===== config.mk =====
export PLATFORM = sky130hd
export DESIGN_NAME = led_beh_ctrl
export DESIGN_NICKNAME = d
export VERILOG_FILES = /design/src/rtl/led_beh_pkg.sv /design/src/rtl/blink_prescaler.sv /design/src/rtl/led_cfg_regs.sv /design/src/rtl/led_lane.sv /design/src/rtl/led_beh_ctrl.sv
export SDC_FILE = /design/constraint.sdc
export NUM_CORES = 1
export LEC_CHECK = 0
export BUFFER_PORTS_ARGS = -buffer_cell sky130_fd_sc_hd__buf_2
export CAP_MARGIN = 40
export CORE_MARGIN = 2
export CORE_UTILIZATION = 30
export CTS_BUF_LIST = sky130_fd_sc_hd__clkbuf_8
export CTS_CLUSTER_DIAMETER = 30
export CTS_CLUSTER_SIZE = 14
export DETAILED_ROUTE_END_ITERATION = 10
export SLEW_MARGIN = 10
export SYNTH_ARGS = -nofsm -noshare
export SYNTH_HDL_FRONTEND = slang
export SYNTH_SLANG_ARGS = --single-unit

===== constraint.sdc =====
create_clock -name clk -period 5.68 [get_ports clk]
set_clock_uncertainty 0.1 [all_clocks]
set_input_delay 1.136 -clock clk [delete_from_list [all_inputs] [get_ports clk]]
set_output_delay 1.136 -clock clk [all_outputs]
set_load 0.01 [all_outputs]

===== src/rtl/led_beh_pkg.sv =====
package led_beh_pkg;

  // link rate encoding on lnk_spd
  localparam logic [1:0] SPD_10   = 2'd0;
  localparam logic [1:0] SPD_100  = 2'd1;
  localparam logic [1:0] SPD_1000 = 2'd2;

  typedef struct packed {
    logic       link;
    logic [1:0] spd;
    logic       pdown;
    logic       eee;
    logic       aneg;
    logic       selftest;
    logic       cdiag;
    logic       test;
  } phy_stat_t;

  typedef struct packed {
    logic [1:0] fast_code;
    logic [1:0] slow_code;
    logic [2:0] inv_code;
    logic [2:0] scan_code;
    logic [2:0] blink_code;
  } common_cfg_t;

  // reset value of the steady/fast byte for LED idx
  function automatic logic [7:0] hi_reset(input int idx);
    case (idx)
      0:       return 8'h70;
      1:       return 8'h20;
      2, 3:    return 8'h40;
      default: return 8'h00;
    endcase
  endfunction

  // reset value of the slow/mask byte for LED idx
  function automatic logic [7:0] lo_reset(input int idx);
    case (idx)
      0:       return 8'h03;
      3:       return 8'h20;
      default: return 8'h00;
    endcase
  endfunction

  // 4-bit LED selector decode
  function automatic logic sel4_hit(input logic [3:0] sel, input phy_stat_t s);
    logic [2:0] rate_oh;
    case (s.spd)
      SPD_10:   rate_oh = 3'b001;
      SPD_100:  rate_oh = 3'b010;
      SPD_1000: rate_oh = 3'b100;
      default:  rate_oh = 3'b000;
    endcase
    if (sel[3] == 1'b0) begin
      return s.link & (|(sel[2:0] & rate_oh));
    end
    case (sel[2:0])
      3'd0:    return s.pdown;
      3'd1:    return s.eee;
      3'd2:    return s.aneg;
      3'd3:    return s.selftest;
      3'd4:    return s.cdiag;
      default: return 1'b0;
    endcase
  endfunction

  // 3-bit common condition decode
  function automatic logic sel3_hit(input logic [2:0] code, input phy_stat_t s);
    case (code)
      3'd1:    return s.link;
      3'd2:    return s.pdown;
      3'd3:    return s.eee;
      3'd4:    return s.aneg;
      3'd5:    return s.selftest;
      3'd6:    return s.cdiag;
      3'd7:    return s.test;
      default: return 1'b0;
    endcase
  endfunction

endpackage


===== src/rtl/blink_prescaler.sv =====
module blink_prescaler #(
  parameter int TICK_CYC = 3906250,
  parameter int PHASE_W  = 4
) (
  input  logic               clk,
  input  logic               rst,
  output logic               tick_o,
  output logic [PHASE_W-1:0] phase_o
);
  localparam int CW = (TICK_CYC > 1) ? $clog2(TICK_CYC) : 1;
  localparam logic [CW-1:0] LAST = CW'(TICK_CYC - 1);

  logic [CW-1:0]      cnt_q;
  logic [PHASE_W-1:0] phase_q;

  assign tick_o  = (cnt_q == LAST);
  assign phase_o = phase_q;

  always_ff @(posedge clk) begin
    if (rst) begin
      cnt_q   <= '0;
      phase_q <= '0;
    end else if (tick_o) begin
      cnt_q   <= '0;
      phase_q <= phase_q + 1'b1;
    end else begin
      cnt_q   <= cnt_q + 1'b1;
    end
  end
endmodule


===== src/rtl/led_cfg_regs.sv =====
module led_cfg_regs
  import led_beh_pkg::*;
#(
  parameter int NUM_LEDS = 4,
  parameter int ADDR_W   = 4
) (
  input  logic                     clk,
  input  logic                     rst,
  input  logic                     we,
  input  logic [ADDR_W-1:0]        addr,
  input  logic [7:0]               wdata,
  output logic [NUM_LEDS-1:0][7:0] hi_o,
  output logic [NUM_LEDS-1:0][7:0] lo_o,
  output common_cfg_t              common_o
);
  localparam logic [ADDR_W-1:0] ADDR_RATE = ADDR_W'(2 * NUM_LEDS);
  localparam logic [ADDR_W-1:0] ADDR_SCAN = ADDR_W'(2 * NUM_LEDS + 1);

  for (genvar i = 0; i < NUM_LEDS; i++) begin : g_led
    logic [7:0] hi_q;
    logic [7:0] lo_q;
    always_ff @(posedge clk) begin
      if (rst) begin
        hi_q <= hi_reset(i);
        lo_q <= lo_reset(i);
      end else if (we) begin
        if (addr == ADDR_W'(i))            hi_q <= wdata;
        if (addr == ADDR_W'(NUM_LEDS + i)) lo_q <= wdata;
      end
    end
    assign hi_o[i] = hi_q;
    assign lo_o[i] = lo_q;
  end

  logic [1:0] fast_q, slow_q;
  logic [2:0] inv_q, scan_q, blink_q;

  always_ff @(posedge clk) begin
    if (rst) begin
      fast_q  <= 2'b11;
      slow_q  <= 2'b00;
      inv_q   <= 3'd5;
      scan_q  <= 3'd6;
      blink_q <= 3'd7;
    end else if (we) begin
      if (addr == ADDR_RATE) begin
        fast_q <= wdata[7:6];
        slow_q <= wdata[5:4];
        inv_q  <= wdata[2:0];
      end
      if (addr == ADDR_SCAN) begin
        scan_q  <= wdata[6:4];
        blink_q <= wdata[2:0];
      end
    end
  end

  assign common_o = '{fast_code: fast_q, slow_code: slow_q, inv_code: inv_q,
                      scan_code: scan_q, blink_code: blink_q};
endmodule


===== src/rtl/led_lane.sv =====
module led_lane
  import led_beh_pkg::*;
#(
  parameter int STRETCH_CYC = 3750000
) (
  input  logic      clk,
  input  logic      rst,
  input  logic [7:0] hi_cfg,
  input  logic [7:0] lo_cfg,
  input  phy_stat_t st,
  input  logic [2:0] act,
  input  logic      fast_wave,
  input  logic      slow_wave,
  input  logic      force_blink,
  input  logic      force_on,
  output logic      led_o
);
  localparam int SW = $clog2(STRETCH_CYC) + 1;
  localparam logic [SW-1:0] RELOAD = SW'(STRETCH_CYC - 1);

  logic [SW-1:0] stretch_q;
  logic          event_now;
  logic          stretching;
  logic          base;
  logic          nxt;
  logic          led_q;

  // mask bit 3 is reserved: it meets a constant zero
  assign event_now  = |(lo_cfg[3:0] & {1'b0, act});
  assign stretching = event_now | (stretch_q != '0);

  always_ff @(posedge clk) begin
    if (rst)                    stretch_q <= '0;
    else if (event_now)         stretch_q <= RELOAD;
    else if (stretch_q != '0)   stretch_q <= stretch_q - 1'b1;
  end

  always_comb begin
    if (sel4_hit(hi_cfg[3:0], st))      base = fast_wave;
    else if (sel4_hit(lo_cfg[7:4], st)) base = slow_wave;
    else                                base = sel4_hit(hi_cfg[7:4], st);

    if (force_blink)     nxt = fast_wave;
    else if (force_on)   nxt = 1'b1;
    else                 nxt = base ^ stretching;
  end

  always_ff @(posedge clk) begin
    if (rst) led_q <= 1'b0;
    else     led_q <= nxt;
  end

  assign led_o = led_q;
endmodule


===== src/rtl/led_beh_ctrl.sv =====
module led_beh_ctrl
  import led_beh_pkg::*;
#(
  parameter int NUM_LEDS   = 4,
  parameter int CLK_HZ     = 125000000,
  parameter int STRETCH_MS = 30,
  localparam int ADDR_W    = $clog2(2 * NUM_LEDS + 2)
) (
  input  logic                clk,
  input  logic                rst,
  input  logic                cfg_we,
  input  logic [ADDR_W-1:0]   cfg_addr,
  input  logic [7:0]          cfg_wdata,
  input  logic                lnk_up,
  input  logic [1:0]          lnk_spd,
  input  logic                pwr_down,
  input  logic                eee_on,
  input  logic                aneg_busy,
  input  logic                selftest_busy,
  input  logic                cdiag_busy,
  input  logic                test_mode,
  input  logic                tx_act,
  input  logic                rx_act,
  input  logic                col_act,
  output logic [NUM_LEDS-1:0] led_o
);
  localparam int TICK_CYC    = (CLK_HZ / 32 > 0) ? CLK_HZ / 32 : 1;
  localparam int STRETCH_RAW = (CLK_HZ / 1000) * STRETCH_MS;
  localparam int STRETCH_CYC = (STRETCH_RAW > 0) ? STRETCH_RAW : 1;
  localparam int PHASE_W     = 4;

  phy_stat_t                st;
  common_cfg_t              cmn;
  logic [NUM_LEDS-1:0][7:0] hi_cfg;
  logic [NUM_LEDS-1:0][7:0] lo_cfg;
  logic [PHASE_W-1:0]       blink_phase;
  logic                     rate_tick;
  logic                     fast_wave, slow_wave;
  logic                     force_blink, force_on;

  assign st = '{link: lnk_up, spd: lnk_spd, pdown: pwr_down, eee: eee_on,
                aneg: aneg_busy, selftest: selftest_busy, cdiag: cdiag_busy,
                test: test_mode};

  led_cfg_regs #(.NUM_LEDS(NUM_LEDS), .ADDR_W(ADDR_W)) u_regs (
    .clk(clk), .rst(rst), .we(cfg_we), .addr(cfg_addr), .wdata(cfg_wdata),
    .hi_o(hi_cfg), .lo_o(lo_cfg), .common_o(cmn)
  );

  blink_prescaler #(.TICK_CYC(TICK_CYC), .PHASE_W(PHASE_W)) u_pre (
    .clk(clk), .rst(rst), .tick_o(rate_tick), .phase_o(blink_phase)
  );

  // code 3 picks phase bit 0 (one tick per half period = 16 Hz)
  assign fast_wave   = blink_phase[2'd3 - cmn.fast_code];
  assign slow_wave   = blink_phase[2'd3 - cmn.slow_code];
  assign force_blink = sel3_hit(cmn.blink_code, st);
  assign force_on    = sel3_hit(cmn.scan_code, st) & ~sel3_hit(cmn.inv_code, st);

  for (genvar i = 0; i < NUM_LEDS; i++) begin : g_lane
    led_lane #(.STRETCH_CYC(STRETCH_CYC)) u_lane (
      .clk(clk), .rst(rst), .hi_cfg(hi_cfg[i]), .lo_cfg(lo_cfg[i]), .st(st),
      .act({col_act, rx_act, tx_act}), .fast_wave(fast_wave), .slow_wave(slow_wave),
      .force_blink(force_blink), .force_on(force_on), .led_o(led_o[i])
    );
  end
endmodule


==> results of run 1 <==
## logic make-up (layout without fill, tap and decap cells)
group | count (synthesis) | after routing | share of synthesized area, %
compound gates | 166 | 166 | 11.66
xor+xnor | 96 | 96 | 8.743
fa+ha+maj | 11 | 11 | 1.431
buf+inv | 78 | 94 | 3.305
flops | 195 | 195 | 40.59
mux | 105 | 105 | 11.85
simple gates | 442 | 442 | 22.42
## power by group through the flow
stage | registers [uW] | logic [uW] | clock network (uW)
after floorplan | 1760 | 1300 | 0
after global placement | 1800 | 1530 | 0
after detailed placement | 1810 | 1550 | 0
after CTS | 1780 | 1560 | 961
after global routing | 1820 | 1770 | 1010
final | 1780 | 1550 | 930
## synthesized netlist by cell type (3+ instances only)
master / number
a221o_1: 9
o311ai_0: 3
nand3_1: 27
or4_4: 3
a221oi_1: 3
ha_1: 11
clkbuf_1: 47
a31oi_1: 7
inv_1: 20
or4_1: 10
or3_1: 8
nand3b_1: 9
a222oi_1: 4
nor4_1: 21
o21ai_0: 14
a21oi_1: 65
a211o_1: 10
nand4_1: 15
xnor2_1: 52
and2_1: 3
nor2b_1: 3
and3_1: 11
nand2_1: 69
buf_4: 4
nor3_1: 43
nand2b_1: 15
dfxtp_1: 195
or2_2: 4
mux2_2: 15
o211ai_1: 13
nor3b_1: 9
o21a_1: 4
o32ai_1: 6
o31ai_1: 16
buf_1: 4
mux4_2: 3
nor2_1: 177
mux2i_1: 85
xor2_1: 44
nor4b_1: 3
## metrics by stage
step	hold slack, ns	worst slack [ns]	instance area, sq um	power [uW]
after floorplan	0.3389	2.611	9617	3061
after global placement	0.3494	2.357	10100	3331
after detailed placement	0.3572	2.287	10120	3354
after CTS	0.3715	2.767	10530	4301
after global routing	0.3841	2.571	10530	4592
final	0.3707	2.720	10530	4267
## worst paths after layout
path         slack [ns]                            from  depth (start not counted)                        endpoint
min                0.37   g_lane[1].u_lane.stretch_q[8]                          2   g_lane[1].u_lane.stretch_q[8]
max                2.72                      lnk_spd[1]                          7          g_lane[2].u_lane.led_o
max reg2reg        2.93  g_lane[2].u_lane.stretch_q[13]                          6  g_lane[2].u_lane.stretch_q[19]
min reg2reg        0.37   g_lane[1].u_lane.stretch_q[8]                          2   g_lane[1].u_lane.stretch_q[8]
## placed cells by master, fill, tap and decap left out, drive strengths merged, types with 10 or more instances in the layout
cell	Yosys	final
clkbuf	47	17
xor2	44	44
inv	20	26
dfxtp	195	195
xnor2	52	52
nor3	44	44
ha	11	11
mux2i	85	85
nand4	15	15
a211o	10	10
nor4	22	22
buf	11	42
nand3	27	27
a21oi	66	66
nor2	177	177
nand2	69	69
mux2	15	15
and3	11	11
o21ai	14	14
o31ai	16	16
o211ai	13	13
or4	13	13
nand2b	15	15
## critical path, stage by stage
cell and delay (ns):
buf_2 0.32, and3b_1 0.40, a221o_1 0.44, o21a_1 0.11, o311ai_0 0.44, mux2i_1 0.14, a311oi_1 0.25
## cell type report
cell class	instances	area, sq um	share of cell area, %
Sequential cell	195	3904	37.06
Tap cell	402	503.0	4.775
Inverter	20	75.07	0.7128
Timing Repair Buffer	42	242.7	2.305
Clock buffer	17	234.0	2.221
Clock inverter	15	173.9	1.651
Multi-Input combinational cell	820	5400	51.27
## sequential cells by signal, indices dropped and copies added, names as in the netlist
| signal | flops |
|---|---|
| u_pre.cnt_q | 22 |
| u_pre.phase_o | 4 |
| u_regs.g_led.hi_q | 32 |
| u_regs.g_led.lo_q | 28 |
| u_regs.inv_q | 3 |
| g_lane.u_lane.led_o | 4 |
| u_regs.slow_q | 2 |
| u_regs.scan_q | 3 |
| u_regs.blink_q | 3 |
| u_regs.fast_q | 2 |
| g_lane.u_lane.stretch_q | 92 |
## per-layer routing
metal	up-vias	track usage, %
met3	32	2.423
met2	111	23.05
met5	-	0
met1	3666	19.10
li1	3897	-
met4	0	4.224
==> summary.txt, run 1 <==
Critical path
  – Critical Path Fanout Max: 13
  – WS Path Type: primary input to register
  – Arrival time at the worst endpoint: between 3 and 4 ns
  – Critical Path Source Type: primary input
  – Crit. End Element: register
  – CP required: 5.96 ns

GRT
  – Tot GR Track Use: 14.12%
  – First-pass GRT wire length: between 30 and 40 mm
  – Number of global-route vias before repair: around 7.5k
  – Grt total ovfl: 0
  – Initial antenna violation count: 0
  – Largest net degree at the start of global routing: 66

Run
  – Max_cap viols: 0

CTS
  – Num CTS Buffers: 17
  – # Post-CTS Setup Buffers: 0
  – Clk_lat worst skew: 0.48 ns
  – Post_cts resized: 0
  – Clock root buffer: clkbuf_8
  – Cts hold-fix bufs: 0
  – CTS tree: built
  – Clk slew on worst S/H paths: 0.11 ns
  – # clock sinks: 195
  – # H-tree levels: 4
  – CTS max path bufs: 2

STA
  – Slew of the pin with the lowest slew margin: 0.9107 ns
  – Minimum clock period: ~3.0 ns
  – Relative slew slack: 39.29%
  – Final Hold Fails: 0
  – Total negative slack: 0 ns
  – Final Max Tran Viols: 0
  – Final setup vio count: 0
  – RSZ-0062 raised after global routing: false
  – FMAX: 0.3378 GHz
  – Fin crit share: 52.11%

Pwr
  – Reg power frac: 41.8%
  – Static Leak: 0.003944 uW
  – P_int: 2621 uW
  – Cell Pwr Density: 405.1 nW/um^2
  – Combinational power share: roughly 36%
  – Clock power share: 21.8%
  – P_sw: 1646 uW
  – Sw frac: slightly below 40%
  – Worst VDD drop: around 0.18 mV

Die
  – Io pins: 31
  – Die Span Y: 183.0 microns
  – Starting Density: a little over 30%
  – Cell row count: 65
  – Core Footprint: 31560 sq um
  – Die X-Extent: 183.0 microns
  – Die ar.: 33500 sq um

Drt
  – Final WL: 23.04 mm
  – Avg WL per Cell: 15.25 microns
  – Met3 WL: 663 microns
  – Met2 WL: 10.57 mm
  – DR vias: 7706
  – Remaining DRCs: 0
  – Routed Antenna Nets: 0
  – Vias per cell: 5.100
  – Pre-Repair DR Iteration Count: 6
  – Top sig layer: met4
  – Starting DRT DRC Count: 551
  – WL met1: 11.42 mm

Logic synthesis
  – Yosys top cell area share: 40.59%
  – Synth Flop Type: dfxtp_1
  – Syn_area_per_cell: about 8.8 sq um
  – Number of enable flip-flop cells after synthesis: 0
  – Synthesized flop and latch total: approximately 200
  – Yosys Warn Count: 0
  – Synth cell types: between 60 and 70
  – Mapped Nets: 1131
  – Top cells by area, synth: dfxtp_1, mux2i_1, nor2_1
  – Register area share after synthesis: 40.59%
  – Asr flop ratio synth: 0%
  – Netlist Area Pre-Place: 9617 sq um
  – Area leader, netlist: dfxtp_1
  – Synth Instances: 1093

Layout
  – Final std cells w/o fill: 1511
  – Area grow syn2layout: 9.524%
  – Layout fillers: 3354
  – Final Util: 33.38%
  – Share of layout cells above drive strength 1: 9.739%
  – Count of nets after finishing: 1134
  – # diodes: 0

Place
  – GPL Wtd Cong: 0.8408
  – Buffers added on ports: 30
  – Final HPWL DP: about 16 mm
  – Cells after DPL: 1479

Outcome
  – Status: completed

Worst hold path
  – Hold WC Path Type: register to register
(Power assumes the default switching activity.)
==> inputs of run 2 (changes only) <==
--- a/config.mk
+++ b/config.mk
@@ -5,6 +5,7 @@
 export SDC_FILE = /design/constraint.sdc
 export NUM_CORES = 1
 export LEC_CHECK = 0
+export ABC_AREA = 1
 export BUFFER_PORTS_ARGS = -buffer_cell sky130_fd_sc_hd__buf_2
 export CAP_MARGIN = 40
 export CORE_MARGIN = 2
==> constraint.sdc (replaced) <==
create_clock -name clk -period 2.7 [get_ports clk]
set_clock_uncertainty 0.1 [all_clocks]
set_input_delay 0.54 -clock clk [delete_from_list [all_inputs] [get_ports clk]]
set_output_delay 0.54 -clock clk [all_outputs]
set_load 0.01 [all_outputs]
==> run 2 against run 1 <==
Synthesized cell count is 45% higher. Sequential power is 120% higher. Via count is 32% higher. Highest routed layer unchanged. Non-clock buffer count is 4 higher. Largest power group is now combinational cells. Critical path depth is 4 higher. Sequential share of layout area is 3.1 points lower. Combinational power grew to 2.6 times the previous value. Register-to-register slack worse by 2.4 ns. Core utilization is 0.070 points higher. Final cell count is 38% higher. Count of clock-buffer cells in the layout stayed put. Clock power is 120% higher. Critical endpoint is now g_lane[2].u_lane.stretch_q[15].
==> summary.txt, run 2 <==
CTS
  – # clock sinks: 195 (unchanged)
  – CTS max path bufs: 2 (unchanged)
  – Clk_lat worst skew: 0.49 ns (about the same)
  – # H-tree levels: 4 (unchanged)
  – CTS tree: built
  – Clk slew on worst S/H paths: 0.11 ns (about the same)
  – Post_cts resized: 0 (unchanged)
  – Clock root buffer: clkbuf_8
  – Num CTS Buffers: 17 (unchanged)
  – Cts hold-fix bufs: 0 (unchanged)
  – # Post-CTS Setup Buffers: 0 (unchanged)

Logic synthesis
  – Top cells by count, synth: nand2_1, nor2_1, dfxtp_1
  – Syn_area_per_cell: 6.569 sq um (-25%)
  – Asr flop ratio synth: 0% (unchanged)
  – Top cells by area, synth: dfxtp_1, nand2_1, nor2_1
  – Synthesized flop and latch total: 195 (unchanged)
  – Synth Instances: 1585 (+45%)
  – Count leader, synth: nand2_1
  – Number of enable flip-flop cells after synthesis: 0 (unchanged)
  – Netlist Area Pre-Place: 10410 sq um (+8.3%)
  – Synth Flop Type: dfxtp_1
  – Yosys top cell area share: 37.50% (-3.1 points)
  – Area leader, netlist: dfxtp_1
  – Mapped Nets: 1623 (+44%)
  – Synth cell types: 43 (-30%)
  – Register area share after synthesis: 37.50% (-3.1 points)
  – Yosys Warn Count: 0 (unchanged)

GRT
  – First-pass GRT wire length: 46.00 mm (+20%)
  – Tot GR Track Use: 15.62% (+1.5 points)
  – Largest net degree at the start of global routing: 53 (-20%)
  – Number of global-route vias before repair: 9568 (+27%)
  – Grt total ovfl: 0 (unchanged)
  – Initial antenna violation count: 2 (+2)

Drt
  – Vias per cell: 4.889 (-4.1%)
  – Routed Antenna Nets: 0 (unchanged)
  – Final WL: 27.57 mm (+20%)
  – DR vias: 10.17k (+32%)
  – Remaining DRCs: 0 (unchanged)
  – Avg WL per Cell: 13.26 microns (-13%)
  – Pre-Repair DR Iteration Count: 5 (-1)
  – Starting DRT DRC Count: 549 (-0.36%)

Die
  – Io pins: 31 (unchanged)
  – Die Span Y: 190.3 microns (+4.0%)
  – Core Footprint: 34370 sq um (+8.9%)
  – Cell row count: 68 (+4.6%)
  – Die X-Extent: 190.3 microns (+4.0%)
  – Die ar.: 36210 sq um (+8.1%)
  – Starting Density: 30.29% (-0.19 points)

Layout
  – Area grow syn2layout: 10.43%
  – Largest registers: g_lane.u_lane.stretch_q x92, u_regs.g_led.hi_q x32, u_regs.g_led.lo_q x28
  – Most common cell after layout, fill and taps aside: nand2_1
  – Final instance area: 11500 sq um (+9.2%)
  – Layout fillers: 3722 (+11%)
  – Count of nets after finishing: 1648 (+45%)
  – Most frequent cells in the layout: nand2_1, nor2_1, dfxtp_1
  – Share of layout cells above drive strength 1: 7.209% (-2.5 points)
  – Most flop-heavy register: g_lane.u_lane.stretch_q
  – Register Area: 3904 sq um (unchanged)
  – Footprint of the multi-input gates: 5599 sq um (+3.7%)
  – Number of flip-flops in the largest register: 92 (unchanged)

STA
  – Fin crit share: around 81%
  – Relative slew slack: 55.08% (+16 points)
  – Minimum clock period: 2.189 ns
  – Total negative slack: 0 ns (unchanged)
  – Slew of the pin with the lowest slew margin: 0.6714 ns (-0.2393 ns)
  – Final Hold Fails: 0 (unchanged)
  – RSZ-0062 raised after global routing: false
  – Final Max Tran Viols: 0 (unchanged)
  – FMAX: 0.4568 GHz
  – Final setup vio count: 0 (unchanged)

Worst hold path
  – Hold WC Path Type: primary input to register

Pwr
  – Cell Pwr Density: 865.1 nW/um^2 (+110%)
  – Static Leak: 0.004967 uW (+26%)
  – Worst VDD drop: 0.5081 mV (+190%)
  – Clock power share: 20.1% (-1.7 points)
  – Sw frac: 42.81% (+4.2 points)
  – P_sw: 4258 uW (+160%)
  – Reg power frac: 38.9% (-2.9 points)
  – P_int: 5688 uW (+120%)
  – Combinational power share: 41.0% (+4.6 points)

Place
  – Buffers added on ports: 30 (unchanged)
  – Post-placement cell area: 11080 sq um (+9.5%)
  – GPL Wtd Cong: 0.8691 (+3.4%)
  – Final HPWL DP: 20.03 mm (+26%)

Critical path
  – CP required: 2.97 ns (-2.99 ns)
  – WS Path Type: register to register
  – Arrival time at the worst endpoint: 2.46 ns (-0.78 ns)
  – Critical Path Source Type: register
  – Crit. End Element: register
  – Critical Path Fanout Max: 8 (-5)

Outcome
  – Status: completed

Run
  – Max_cap viols: 0 (unchanged)
-- run 2: cell count changes in the layout (fill, tap and decap cells not counted), moves of 13 or more --
cell,before,now
nand2_1,69,335
inv_1,21,194
o21ai_0,14,106
mux2i_1,85,0
a21oi_1,65,137
nand3_1,27,98
nor2_1,177,227
xnor2_1,52,10
xor2_1,44,22
mux2_2,15,0
nand2b_1,15,0
nor3_1,42,55
-- run 2: kinds of logic after synthesis --
kind of cell             count (synthesis)  synth area share [%]
flip-flops                             195                 37.50
AO/OA/AOI/OAI                          299                 15.45
adder cells (fa/ha/maj)                 11                 1.322
AND/OR/NAND/NOR                        811                 34.31
XOR/XNOR                                32                 2.692
buffers and inverters                  237                 8.725
-- run 2: worst paths after layout --
| kind | from | end | slack [ns] | depth (start not counted) |
|---|---|---|---|---|
| worst min-delay path | cfg_wdata[5] | u_regs.g_led[1].hi_q[5] | 0.35 | 3 |
| worst min register to register | u_regs.g_led[1].lo_q[1] | u_regs.g_led[1].lo_q[1] | 0.36 | 2 |
| worst max register to register | g_lane[2].u_lane.stretch_q[12] | g_lane[2].u_lane.stretch_q[15] | 0.51 | 11 |
| worst max-delay path | g_lane[2].u_lane.stretch_q[12] | g_lane[2].u_lane.stretch_q[15] | 0.51 | 11 |
-- run 2: power groups by stage --
stage / combinational (uW) / clock (uW) / sequential, uW
6_report: 4080 / 2000 / 3870
5_1_grt: 4680 / 2190 / 3940
4_1_cts: 4060 / 2080 / 3860
3_5_place_dp: 4030 / 0 / 3920
3_3_place_gp: 3970 / 0 / 3920
2_1_floorplan: 3260 / 0 / 3790
-- run 2: area by class of cell --
type / count / share of cell area [%]
antenna: 2 / 0.04353
clock buffer: 17 / 2.035
clock inverter: 15 / 1.534
inverter: 197 / 6.432
multi-input combinational: 1153 / 48.70
sequential: 195 / 33.95
tap: 455 / 4.952
timing repair buffer: 46 / 2.351
-- run 2: through the flow --
stage | utilization, % | instances | hold slack (ns) | setup slack (ns) | total power (uW)
CTS | 33.43 | 2078 | 0.3161 | 0.5074 | 9996
floorplan | - | 1585 | 0.3297 | 0.8469 | 7043
global placement | 32.24 | 2046 | 0.3461 | 0.4056 | 7890
global route | 33.44 | 2079 | 0.3316 | 0.2389 | 10810
finish | 33.45 | 2080 | 0.3520 | 0.5111 | 9946
detailed placement | 32.24 | 2046 | 0.3480 | 0.3868 | 7947
-- run 2: layer usage --
layer	part of all wire, %	track usage, %
met1	47	19.82
met2	46	26.31
met3	4.8	2.595
met4	2.6	6.291
met5	0	0
-- run 2: worst max-delay path, cell delays in order (launching register included) --
cell	delay, ns
dfxtp_1	0.36
nor2_1	0.21
nand2_1	0.14
nor2_1	0.27
nand3_2	0.24
nand2_1	0.16
nor2_1	0.06
nand3_1	0.16
nor2_1	0.08
nand2_1	0.07
xor2_1	0.15
nor2_1	0.05
==> inputs of run 3 (changes only) <==
==> constraint.sdc (replaced) <==
create_clock -name clk -period 2.3 [get_ports clk]
set_clock_uncertainty 0.1 [all_clocks]
set_input_delay 0.46 -clock clk [delete_from_list [all_inputs] [get_ports clk]]
set_output_delay 0.46 -clock clk [all_outputs]
set_load 0.01 [all_outputs]
==> run 3 against run 2 <==
Final area grew 1.6%. Fmax grew 6.6%. Non-clock buffer count grew 20. First-iteration DRC count grew 1.8%. Sequential power grew 17%. Core utilization grew 0.54 points. Sequential share of layout area shrank 0.53 points. Final cell count grew 0.77%. Largest cell class unchanged.
==> summary.txt, run 3 (synthesis gave the netlist of run 2 again) <==
Outcome
  – Status: completed

Drt
  – Avg WL per Cell: 13.23 microns (-0.23%)
  – Final WL: 27.72 mm (+0.54%)
  – Remaining DRCs: 0 (unchanged)
  – Starting DRT DRC Count: 559 (+1.8%)
  – Pre-Repair DR Iteration Count: 5 (unchanged)
  – Routed Antenna Nets: 0 (unchanged)
  – DR vias: 10.20k (+0.30%)
  – Vias per cell: 4.867 (-0.46%)

Critical path
  – WS Path Type: register to register
  – CP required: 2.55 ns (-0.42 ns)
  – Arrival time at the worst endpoint: 2.31 ns (-0.15 ns)
  – Critical Path Source Type: register
  – R2R cell count: 12 (+1)
  – Reg-to-reg startpoint: u_pre.cnt_q[1]
  – Critical path origin: u_pre.cnt_q[1]
  – Critical Path Fanout Max: 4 (-4)
  – Crit. End Element: register

STA
  – Total negative slack: 0 ns (unchanged)
  – Minimum clock period: 2.053 ns (-0.1358 ns)
  – Relative slew slack: 55.80% (+0.72 points)
  – Fin crit share: 89.27% (+8.2 points)
  – Worst setup margin: 0.2469 ns (-0.2642 ns)
  – Final setup vio count: 0 (unchanged)
  – Slew of the pin with the lowest slew margin: 0.6630 ns (-0.008366 ns)
  – FMAX: 0.4871 GHz (+6.6%)
  – RSZ-0062 raised after global routing: false
  – Final Hold Fails: 0 (unchanged)
  – Final Max Tran Viols: 0 (unchanged)

Layout
  – Final std cells w/o fill: 2096 (+0.77%)
  – Share of layout cells above drive strength 1: 8.415% (+1.2 points)
  – Count of nets after finishing: 1668 (+1.2%)
  – Number of flip-flops in the largest register: 92 (unchanged)
  – Area grow syn2layout: 12.22%
  – Most flop-heavy register: g_lane.u_lane.stretch_q
  – Most common cell after layout, fill and taps aside: nand2_1
  – Layout fillers: 3741 (+0.51%)
  – Largest registers: g_lane.u_lane.stretch_q x92, u_regs.g_led.hi_q x32, u_regs.g_led.lo_q x28
  – Most frequent cells in the layout: nand2_1, nor2_1, dfxtp_1

CTS
  – CTS tree: built
  – # H-tree levels: 4 (unchanged)
  – # Post-CTS Setup Buffers: 0 (unchanged)
  – # clock sinks: 195 (unchanged)
  – Clk_lat worst skew: 0.49 ns (about the same)
  – CTS max path bufs: 2 (unchanged)
  – Clock root buffer: clkbuf_8
  – Num CTS Buffers: 17 (unchanged)
  – Clk slew on worst S/H paths: 0.11 ns (about the same)

Pwr
  – Cell Pwr Density: 1025 nW/um^2 (+19%)
  – Overall Power: 11980 uW (+20%)
  – Worst VDD drop: 0.5052 mV (-0.55%)
  – Static Leak: 0.005068 uW (+2.0%)

Die
  – Io pins: 31 (unchanged)
  – Die X-Extent: 190.3 microns (unchanged)
  – Die Span Y: 190.3 microns (unchanged)
  – Cell row count: 68 (unchanged)
  – Die ar.: 36210 sq um (unchanged)
  – Starting Density: 30.29% (unchanged)
  – Core Footprint: 34370 sq um (unchanged)

Worst hold path
  – Hold WC Path Type: primary input to register
  – Hold Path Stages: 3 (unchanged)
  – Hold Startpoint: cfg_wdata[5]

Place
  – Buffers added on ports: 30 (unchanged)
  – GPL Wtd Cong: 0.9065 (+4.3%)
  – Cells after DPL: 2066 (+0.98%)
  – Post-place setup slack: 0.1718 ns (-0.2150 ns)
  – Final HPWL DP: 20.66 mm (+3.1%)

GRT
  – Largest net degree at the start of global routing: 53 (unchanged)
  – First-pass GRT wire length: 46.44 mm (+0.97%)
  – Number of global-route vias before repair: 9627 (+0.62%)
  – Initial antenna violation count: 1 (-1)
  – Tot GR Track Use: 15.73% (+0.11 points)
  – Grt total ovfl: 0 (unchanged)

Run
  – Max_cap viols: 0 (unchanged)
[run 3: cell types whose count changed in the layout (fill, tap and decap cells not counted), sizes merged]
cell / previous run / this run
buf: 46 / 66
bufinv: 2 / 5
clkinv: 4 / 3
clkinvlp: 2 / 3
diode: 2 / 1
inv: 204 / 198
[run 3: layout make-up]
type / instances / area [sq um] / share of cell area (%)
well taps: 455 / 569.3 / 4.873
diodes: 1 / 2.502 / 0.02142
multi-input cells: 1153 / 5607 / 47.99
repair buffers: 66 / 420.4 / 3.598
flip-flops and latches: 195 / 3905 / 33.42
inverters: 197 / 739.5 / 6.329
clock inverters: 12 / 206.4 / 1.767
clock buffers: 17 / 234.0 / 2.003
[run 3: repair_timing]
| item | in CTS | in global routing |
|---|---|---|
| endpoints found under the setup margin | 0 | 3 |
| gates resized for setup | 0 | 3 |
| hold buffers | 0 | 0 |
[run 3: where the power goes]
part	switching, uW	leakage [uW]	internal (uW)
sequential	571	0.00159	3970
clock	1270	0.000212	1280
combinational	3090	0.00326	1790
[run 3: final timing paths]
kind,to,slack (ns)
setup / recovery,u_pre.cnt_q[18],0.25
setup reg to reg,u_pre.cnt_q[18],0.25
hold / removal,u_regs.g_led[1].hi_q[5],0.26
hold reg to reg,u_pre.cnt_q[0],0.35
[run 3: stage by stage]
stage | utilization (%) | hold WS [ns] | cell area (sq um)
2_1_floorplan | - | 0.3297 | 10410
3_3_place_gp | 32.68 | 0.3402 | 11230
3_5_place_dp | 32.68 | 0.3432 | 11230
4_1_cts | 33.96 | 0.2201 | 11670
5_1_grt | 33.98 | 0.2491 | 11680
6_report | 33.99 | 0.2554 | 11680
[run 3: layer usage]
layer	vias to the layer above	wire (microns)	track usage (%)
met5	-	0	0
met4	0	879	6.768
met3	54	1411	2.963
met2	204	12620	25.87
met1	4673	12810	20.08
li1	5270	-	-
[run 3: worst max-delay path: stages (launching register included)]
cell and delay (ns):
dfxtp_1 0.38, ha_1 0.21, nand2_1 0.09, nor2_2 0.15, nand2_2 0.10, nor3_4 0.15
nand2_2 0.09, nor2_2 0.15, inv_2 0.06, nor2_4 0.12, nand2_2 0.09, o21ai_0 0.15
a21oi_1 0.08
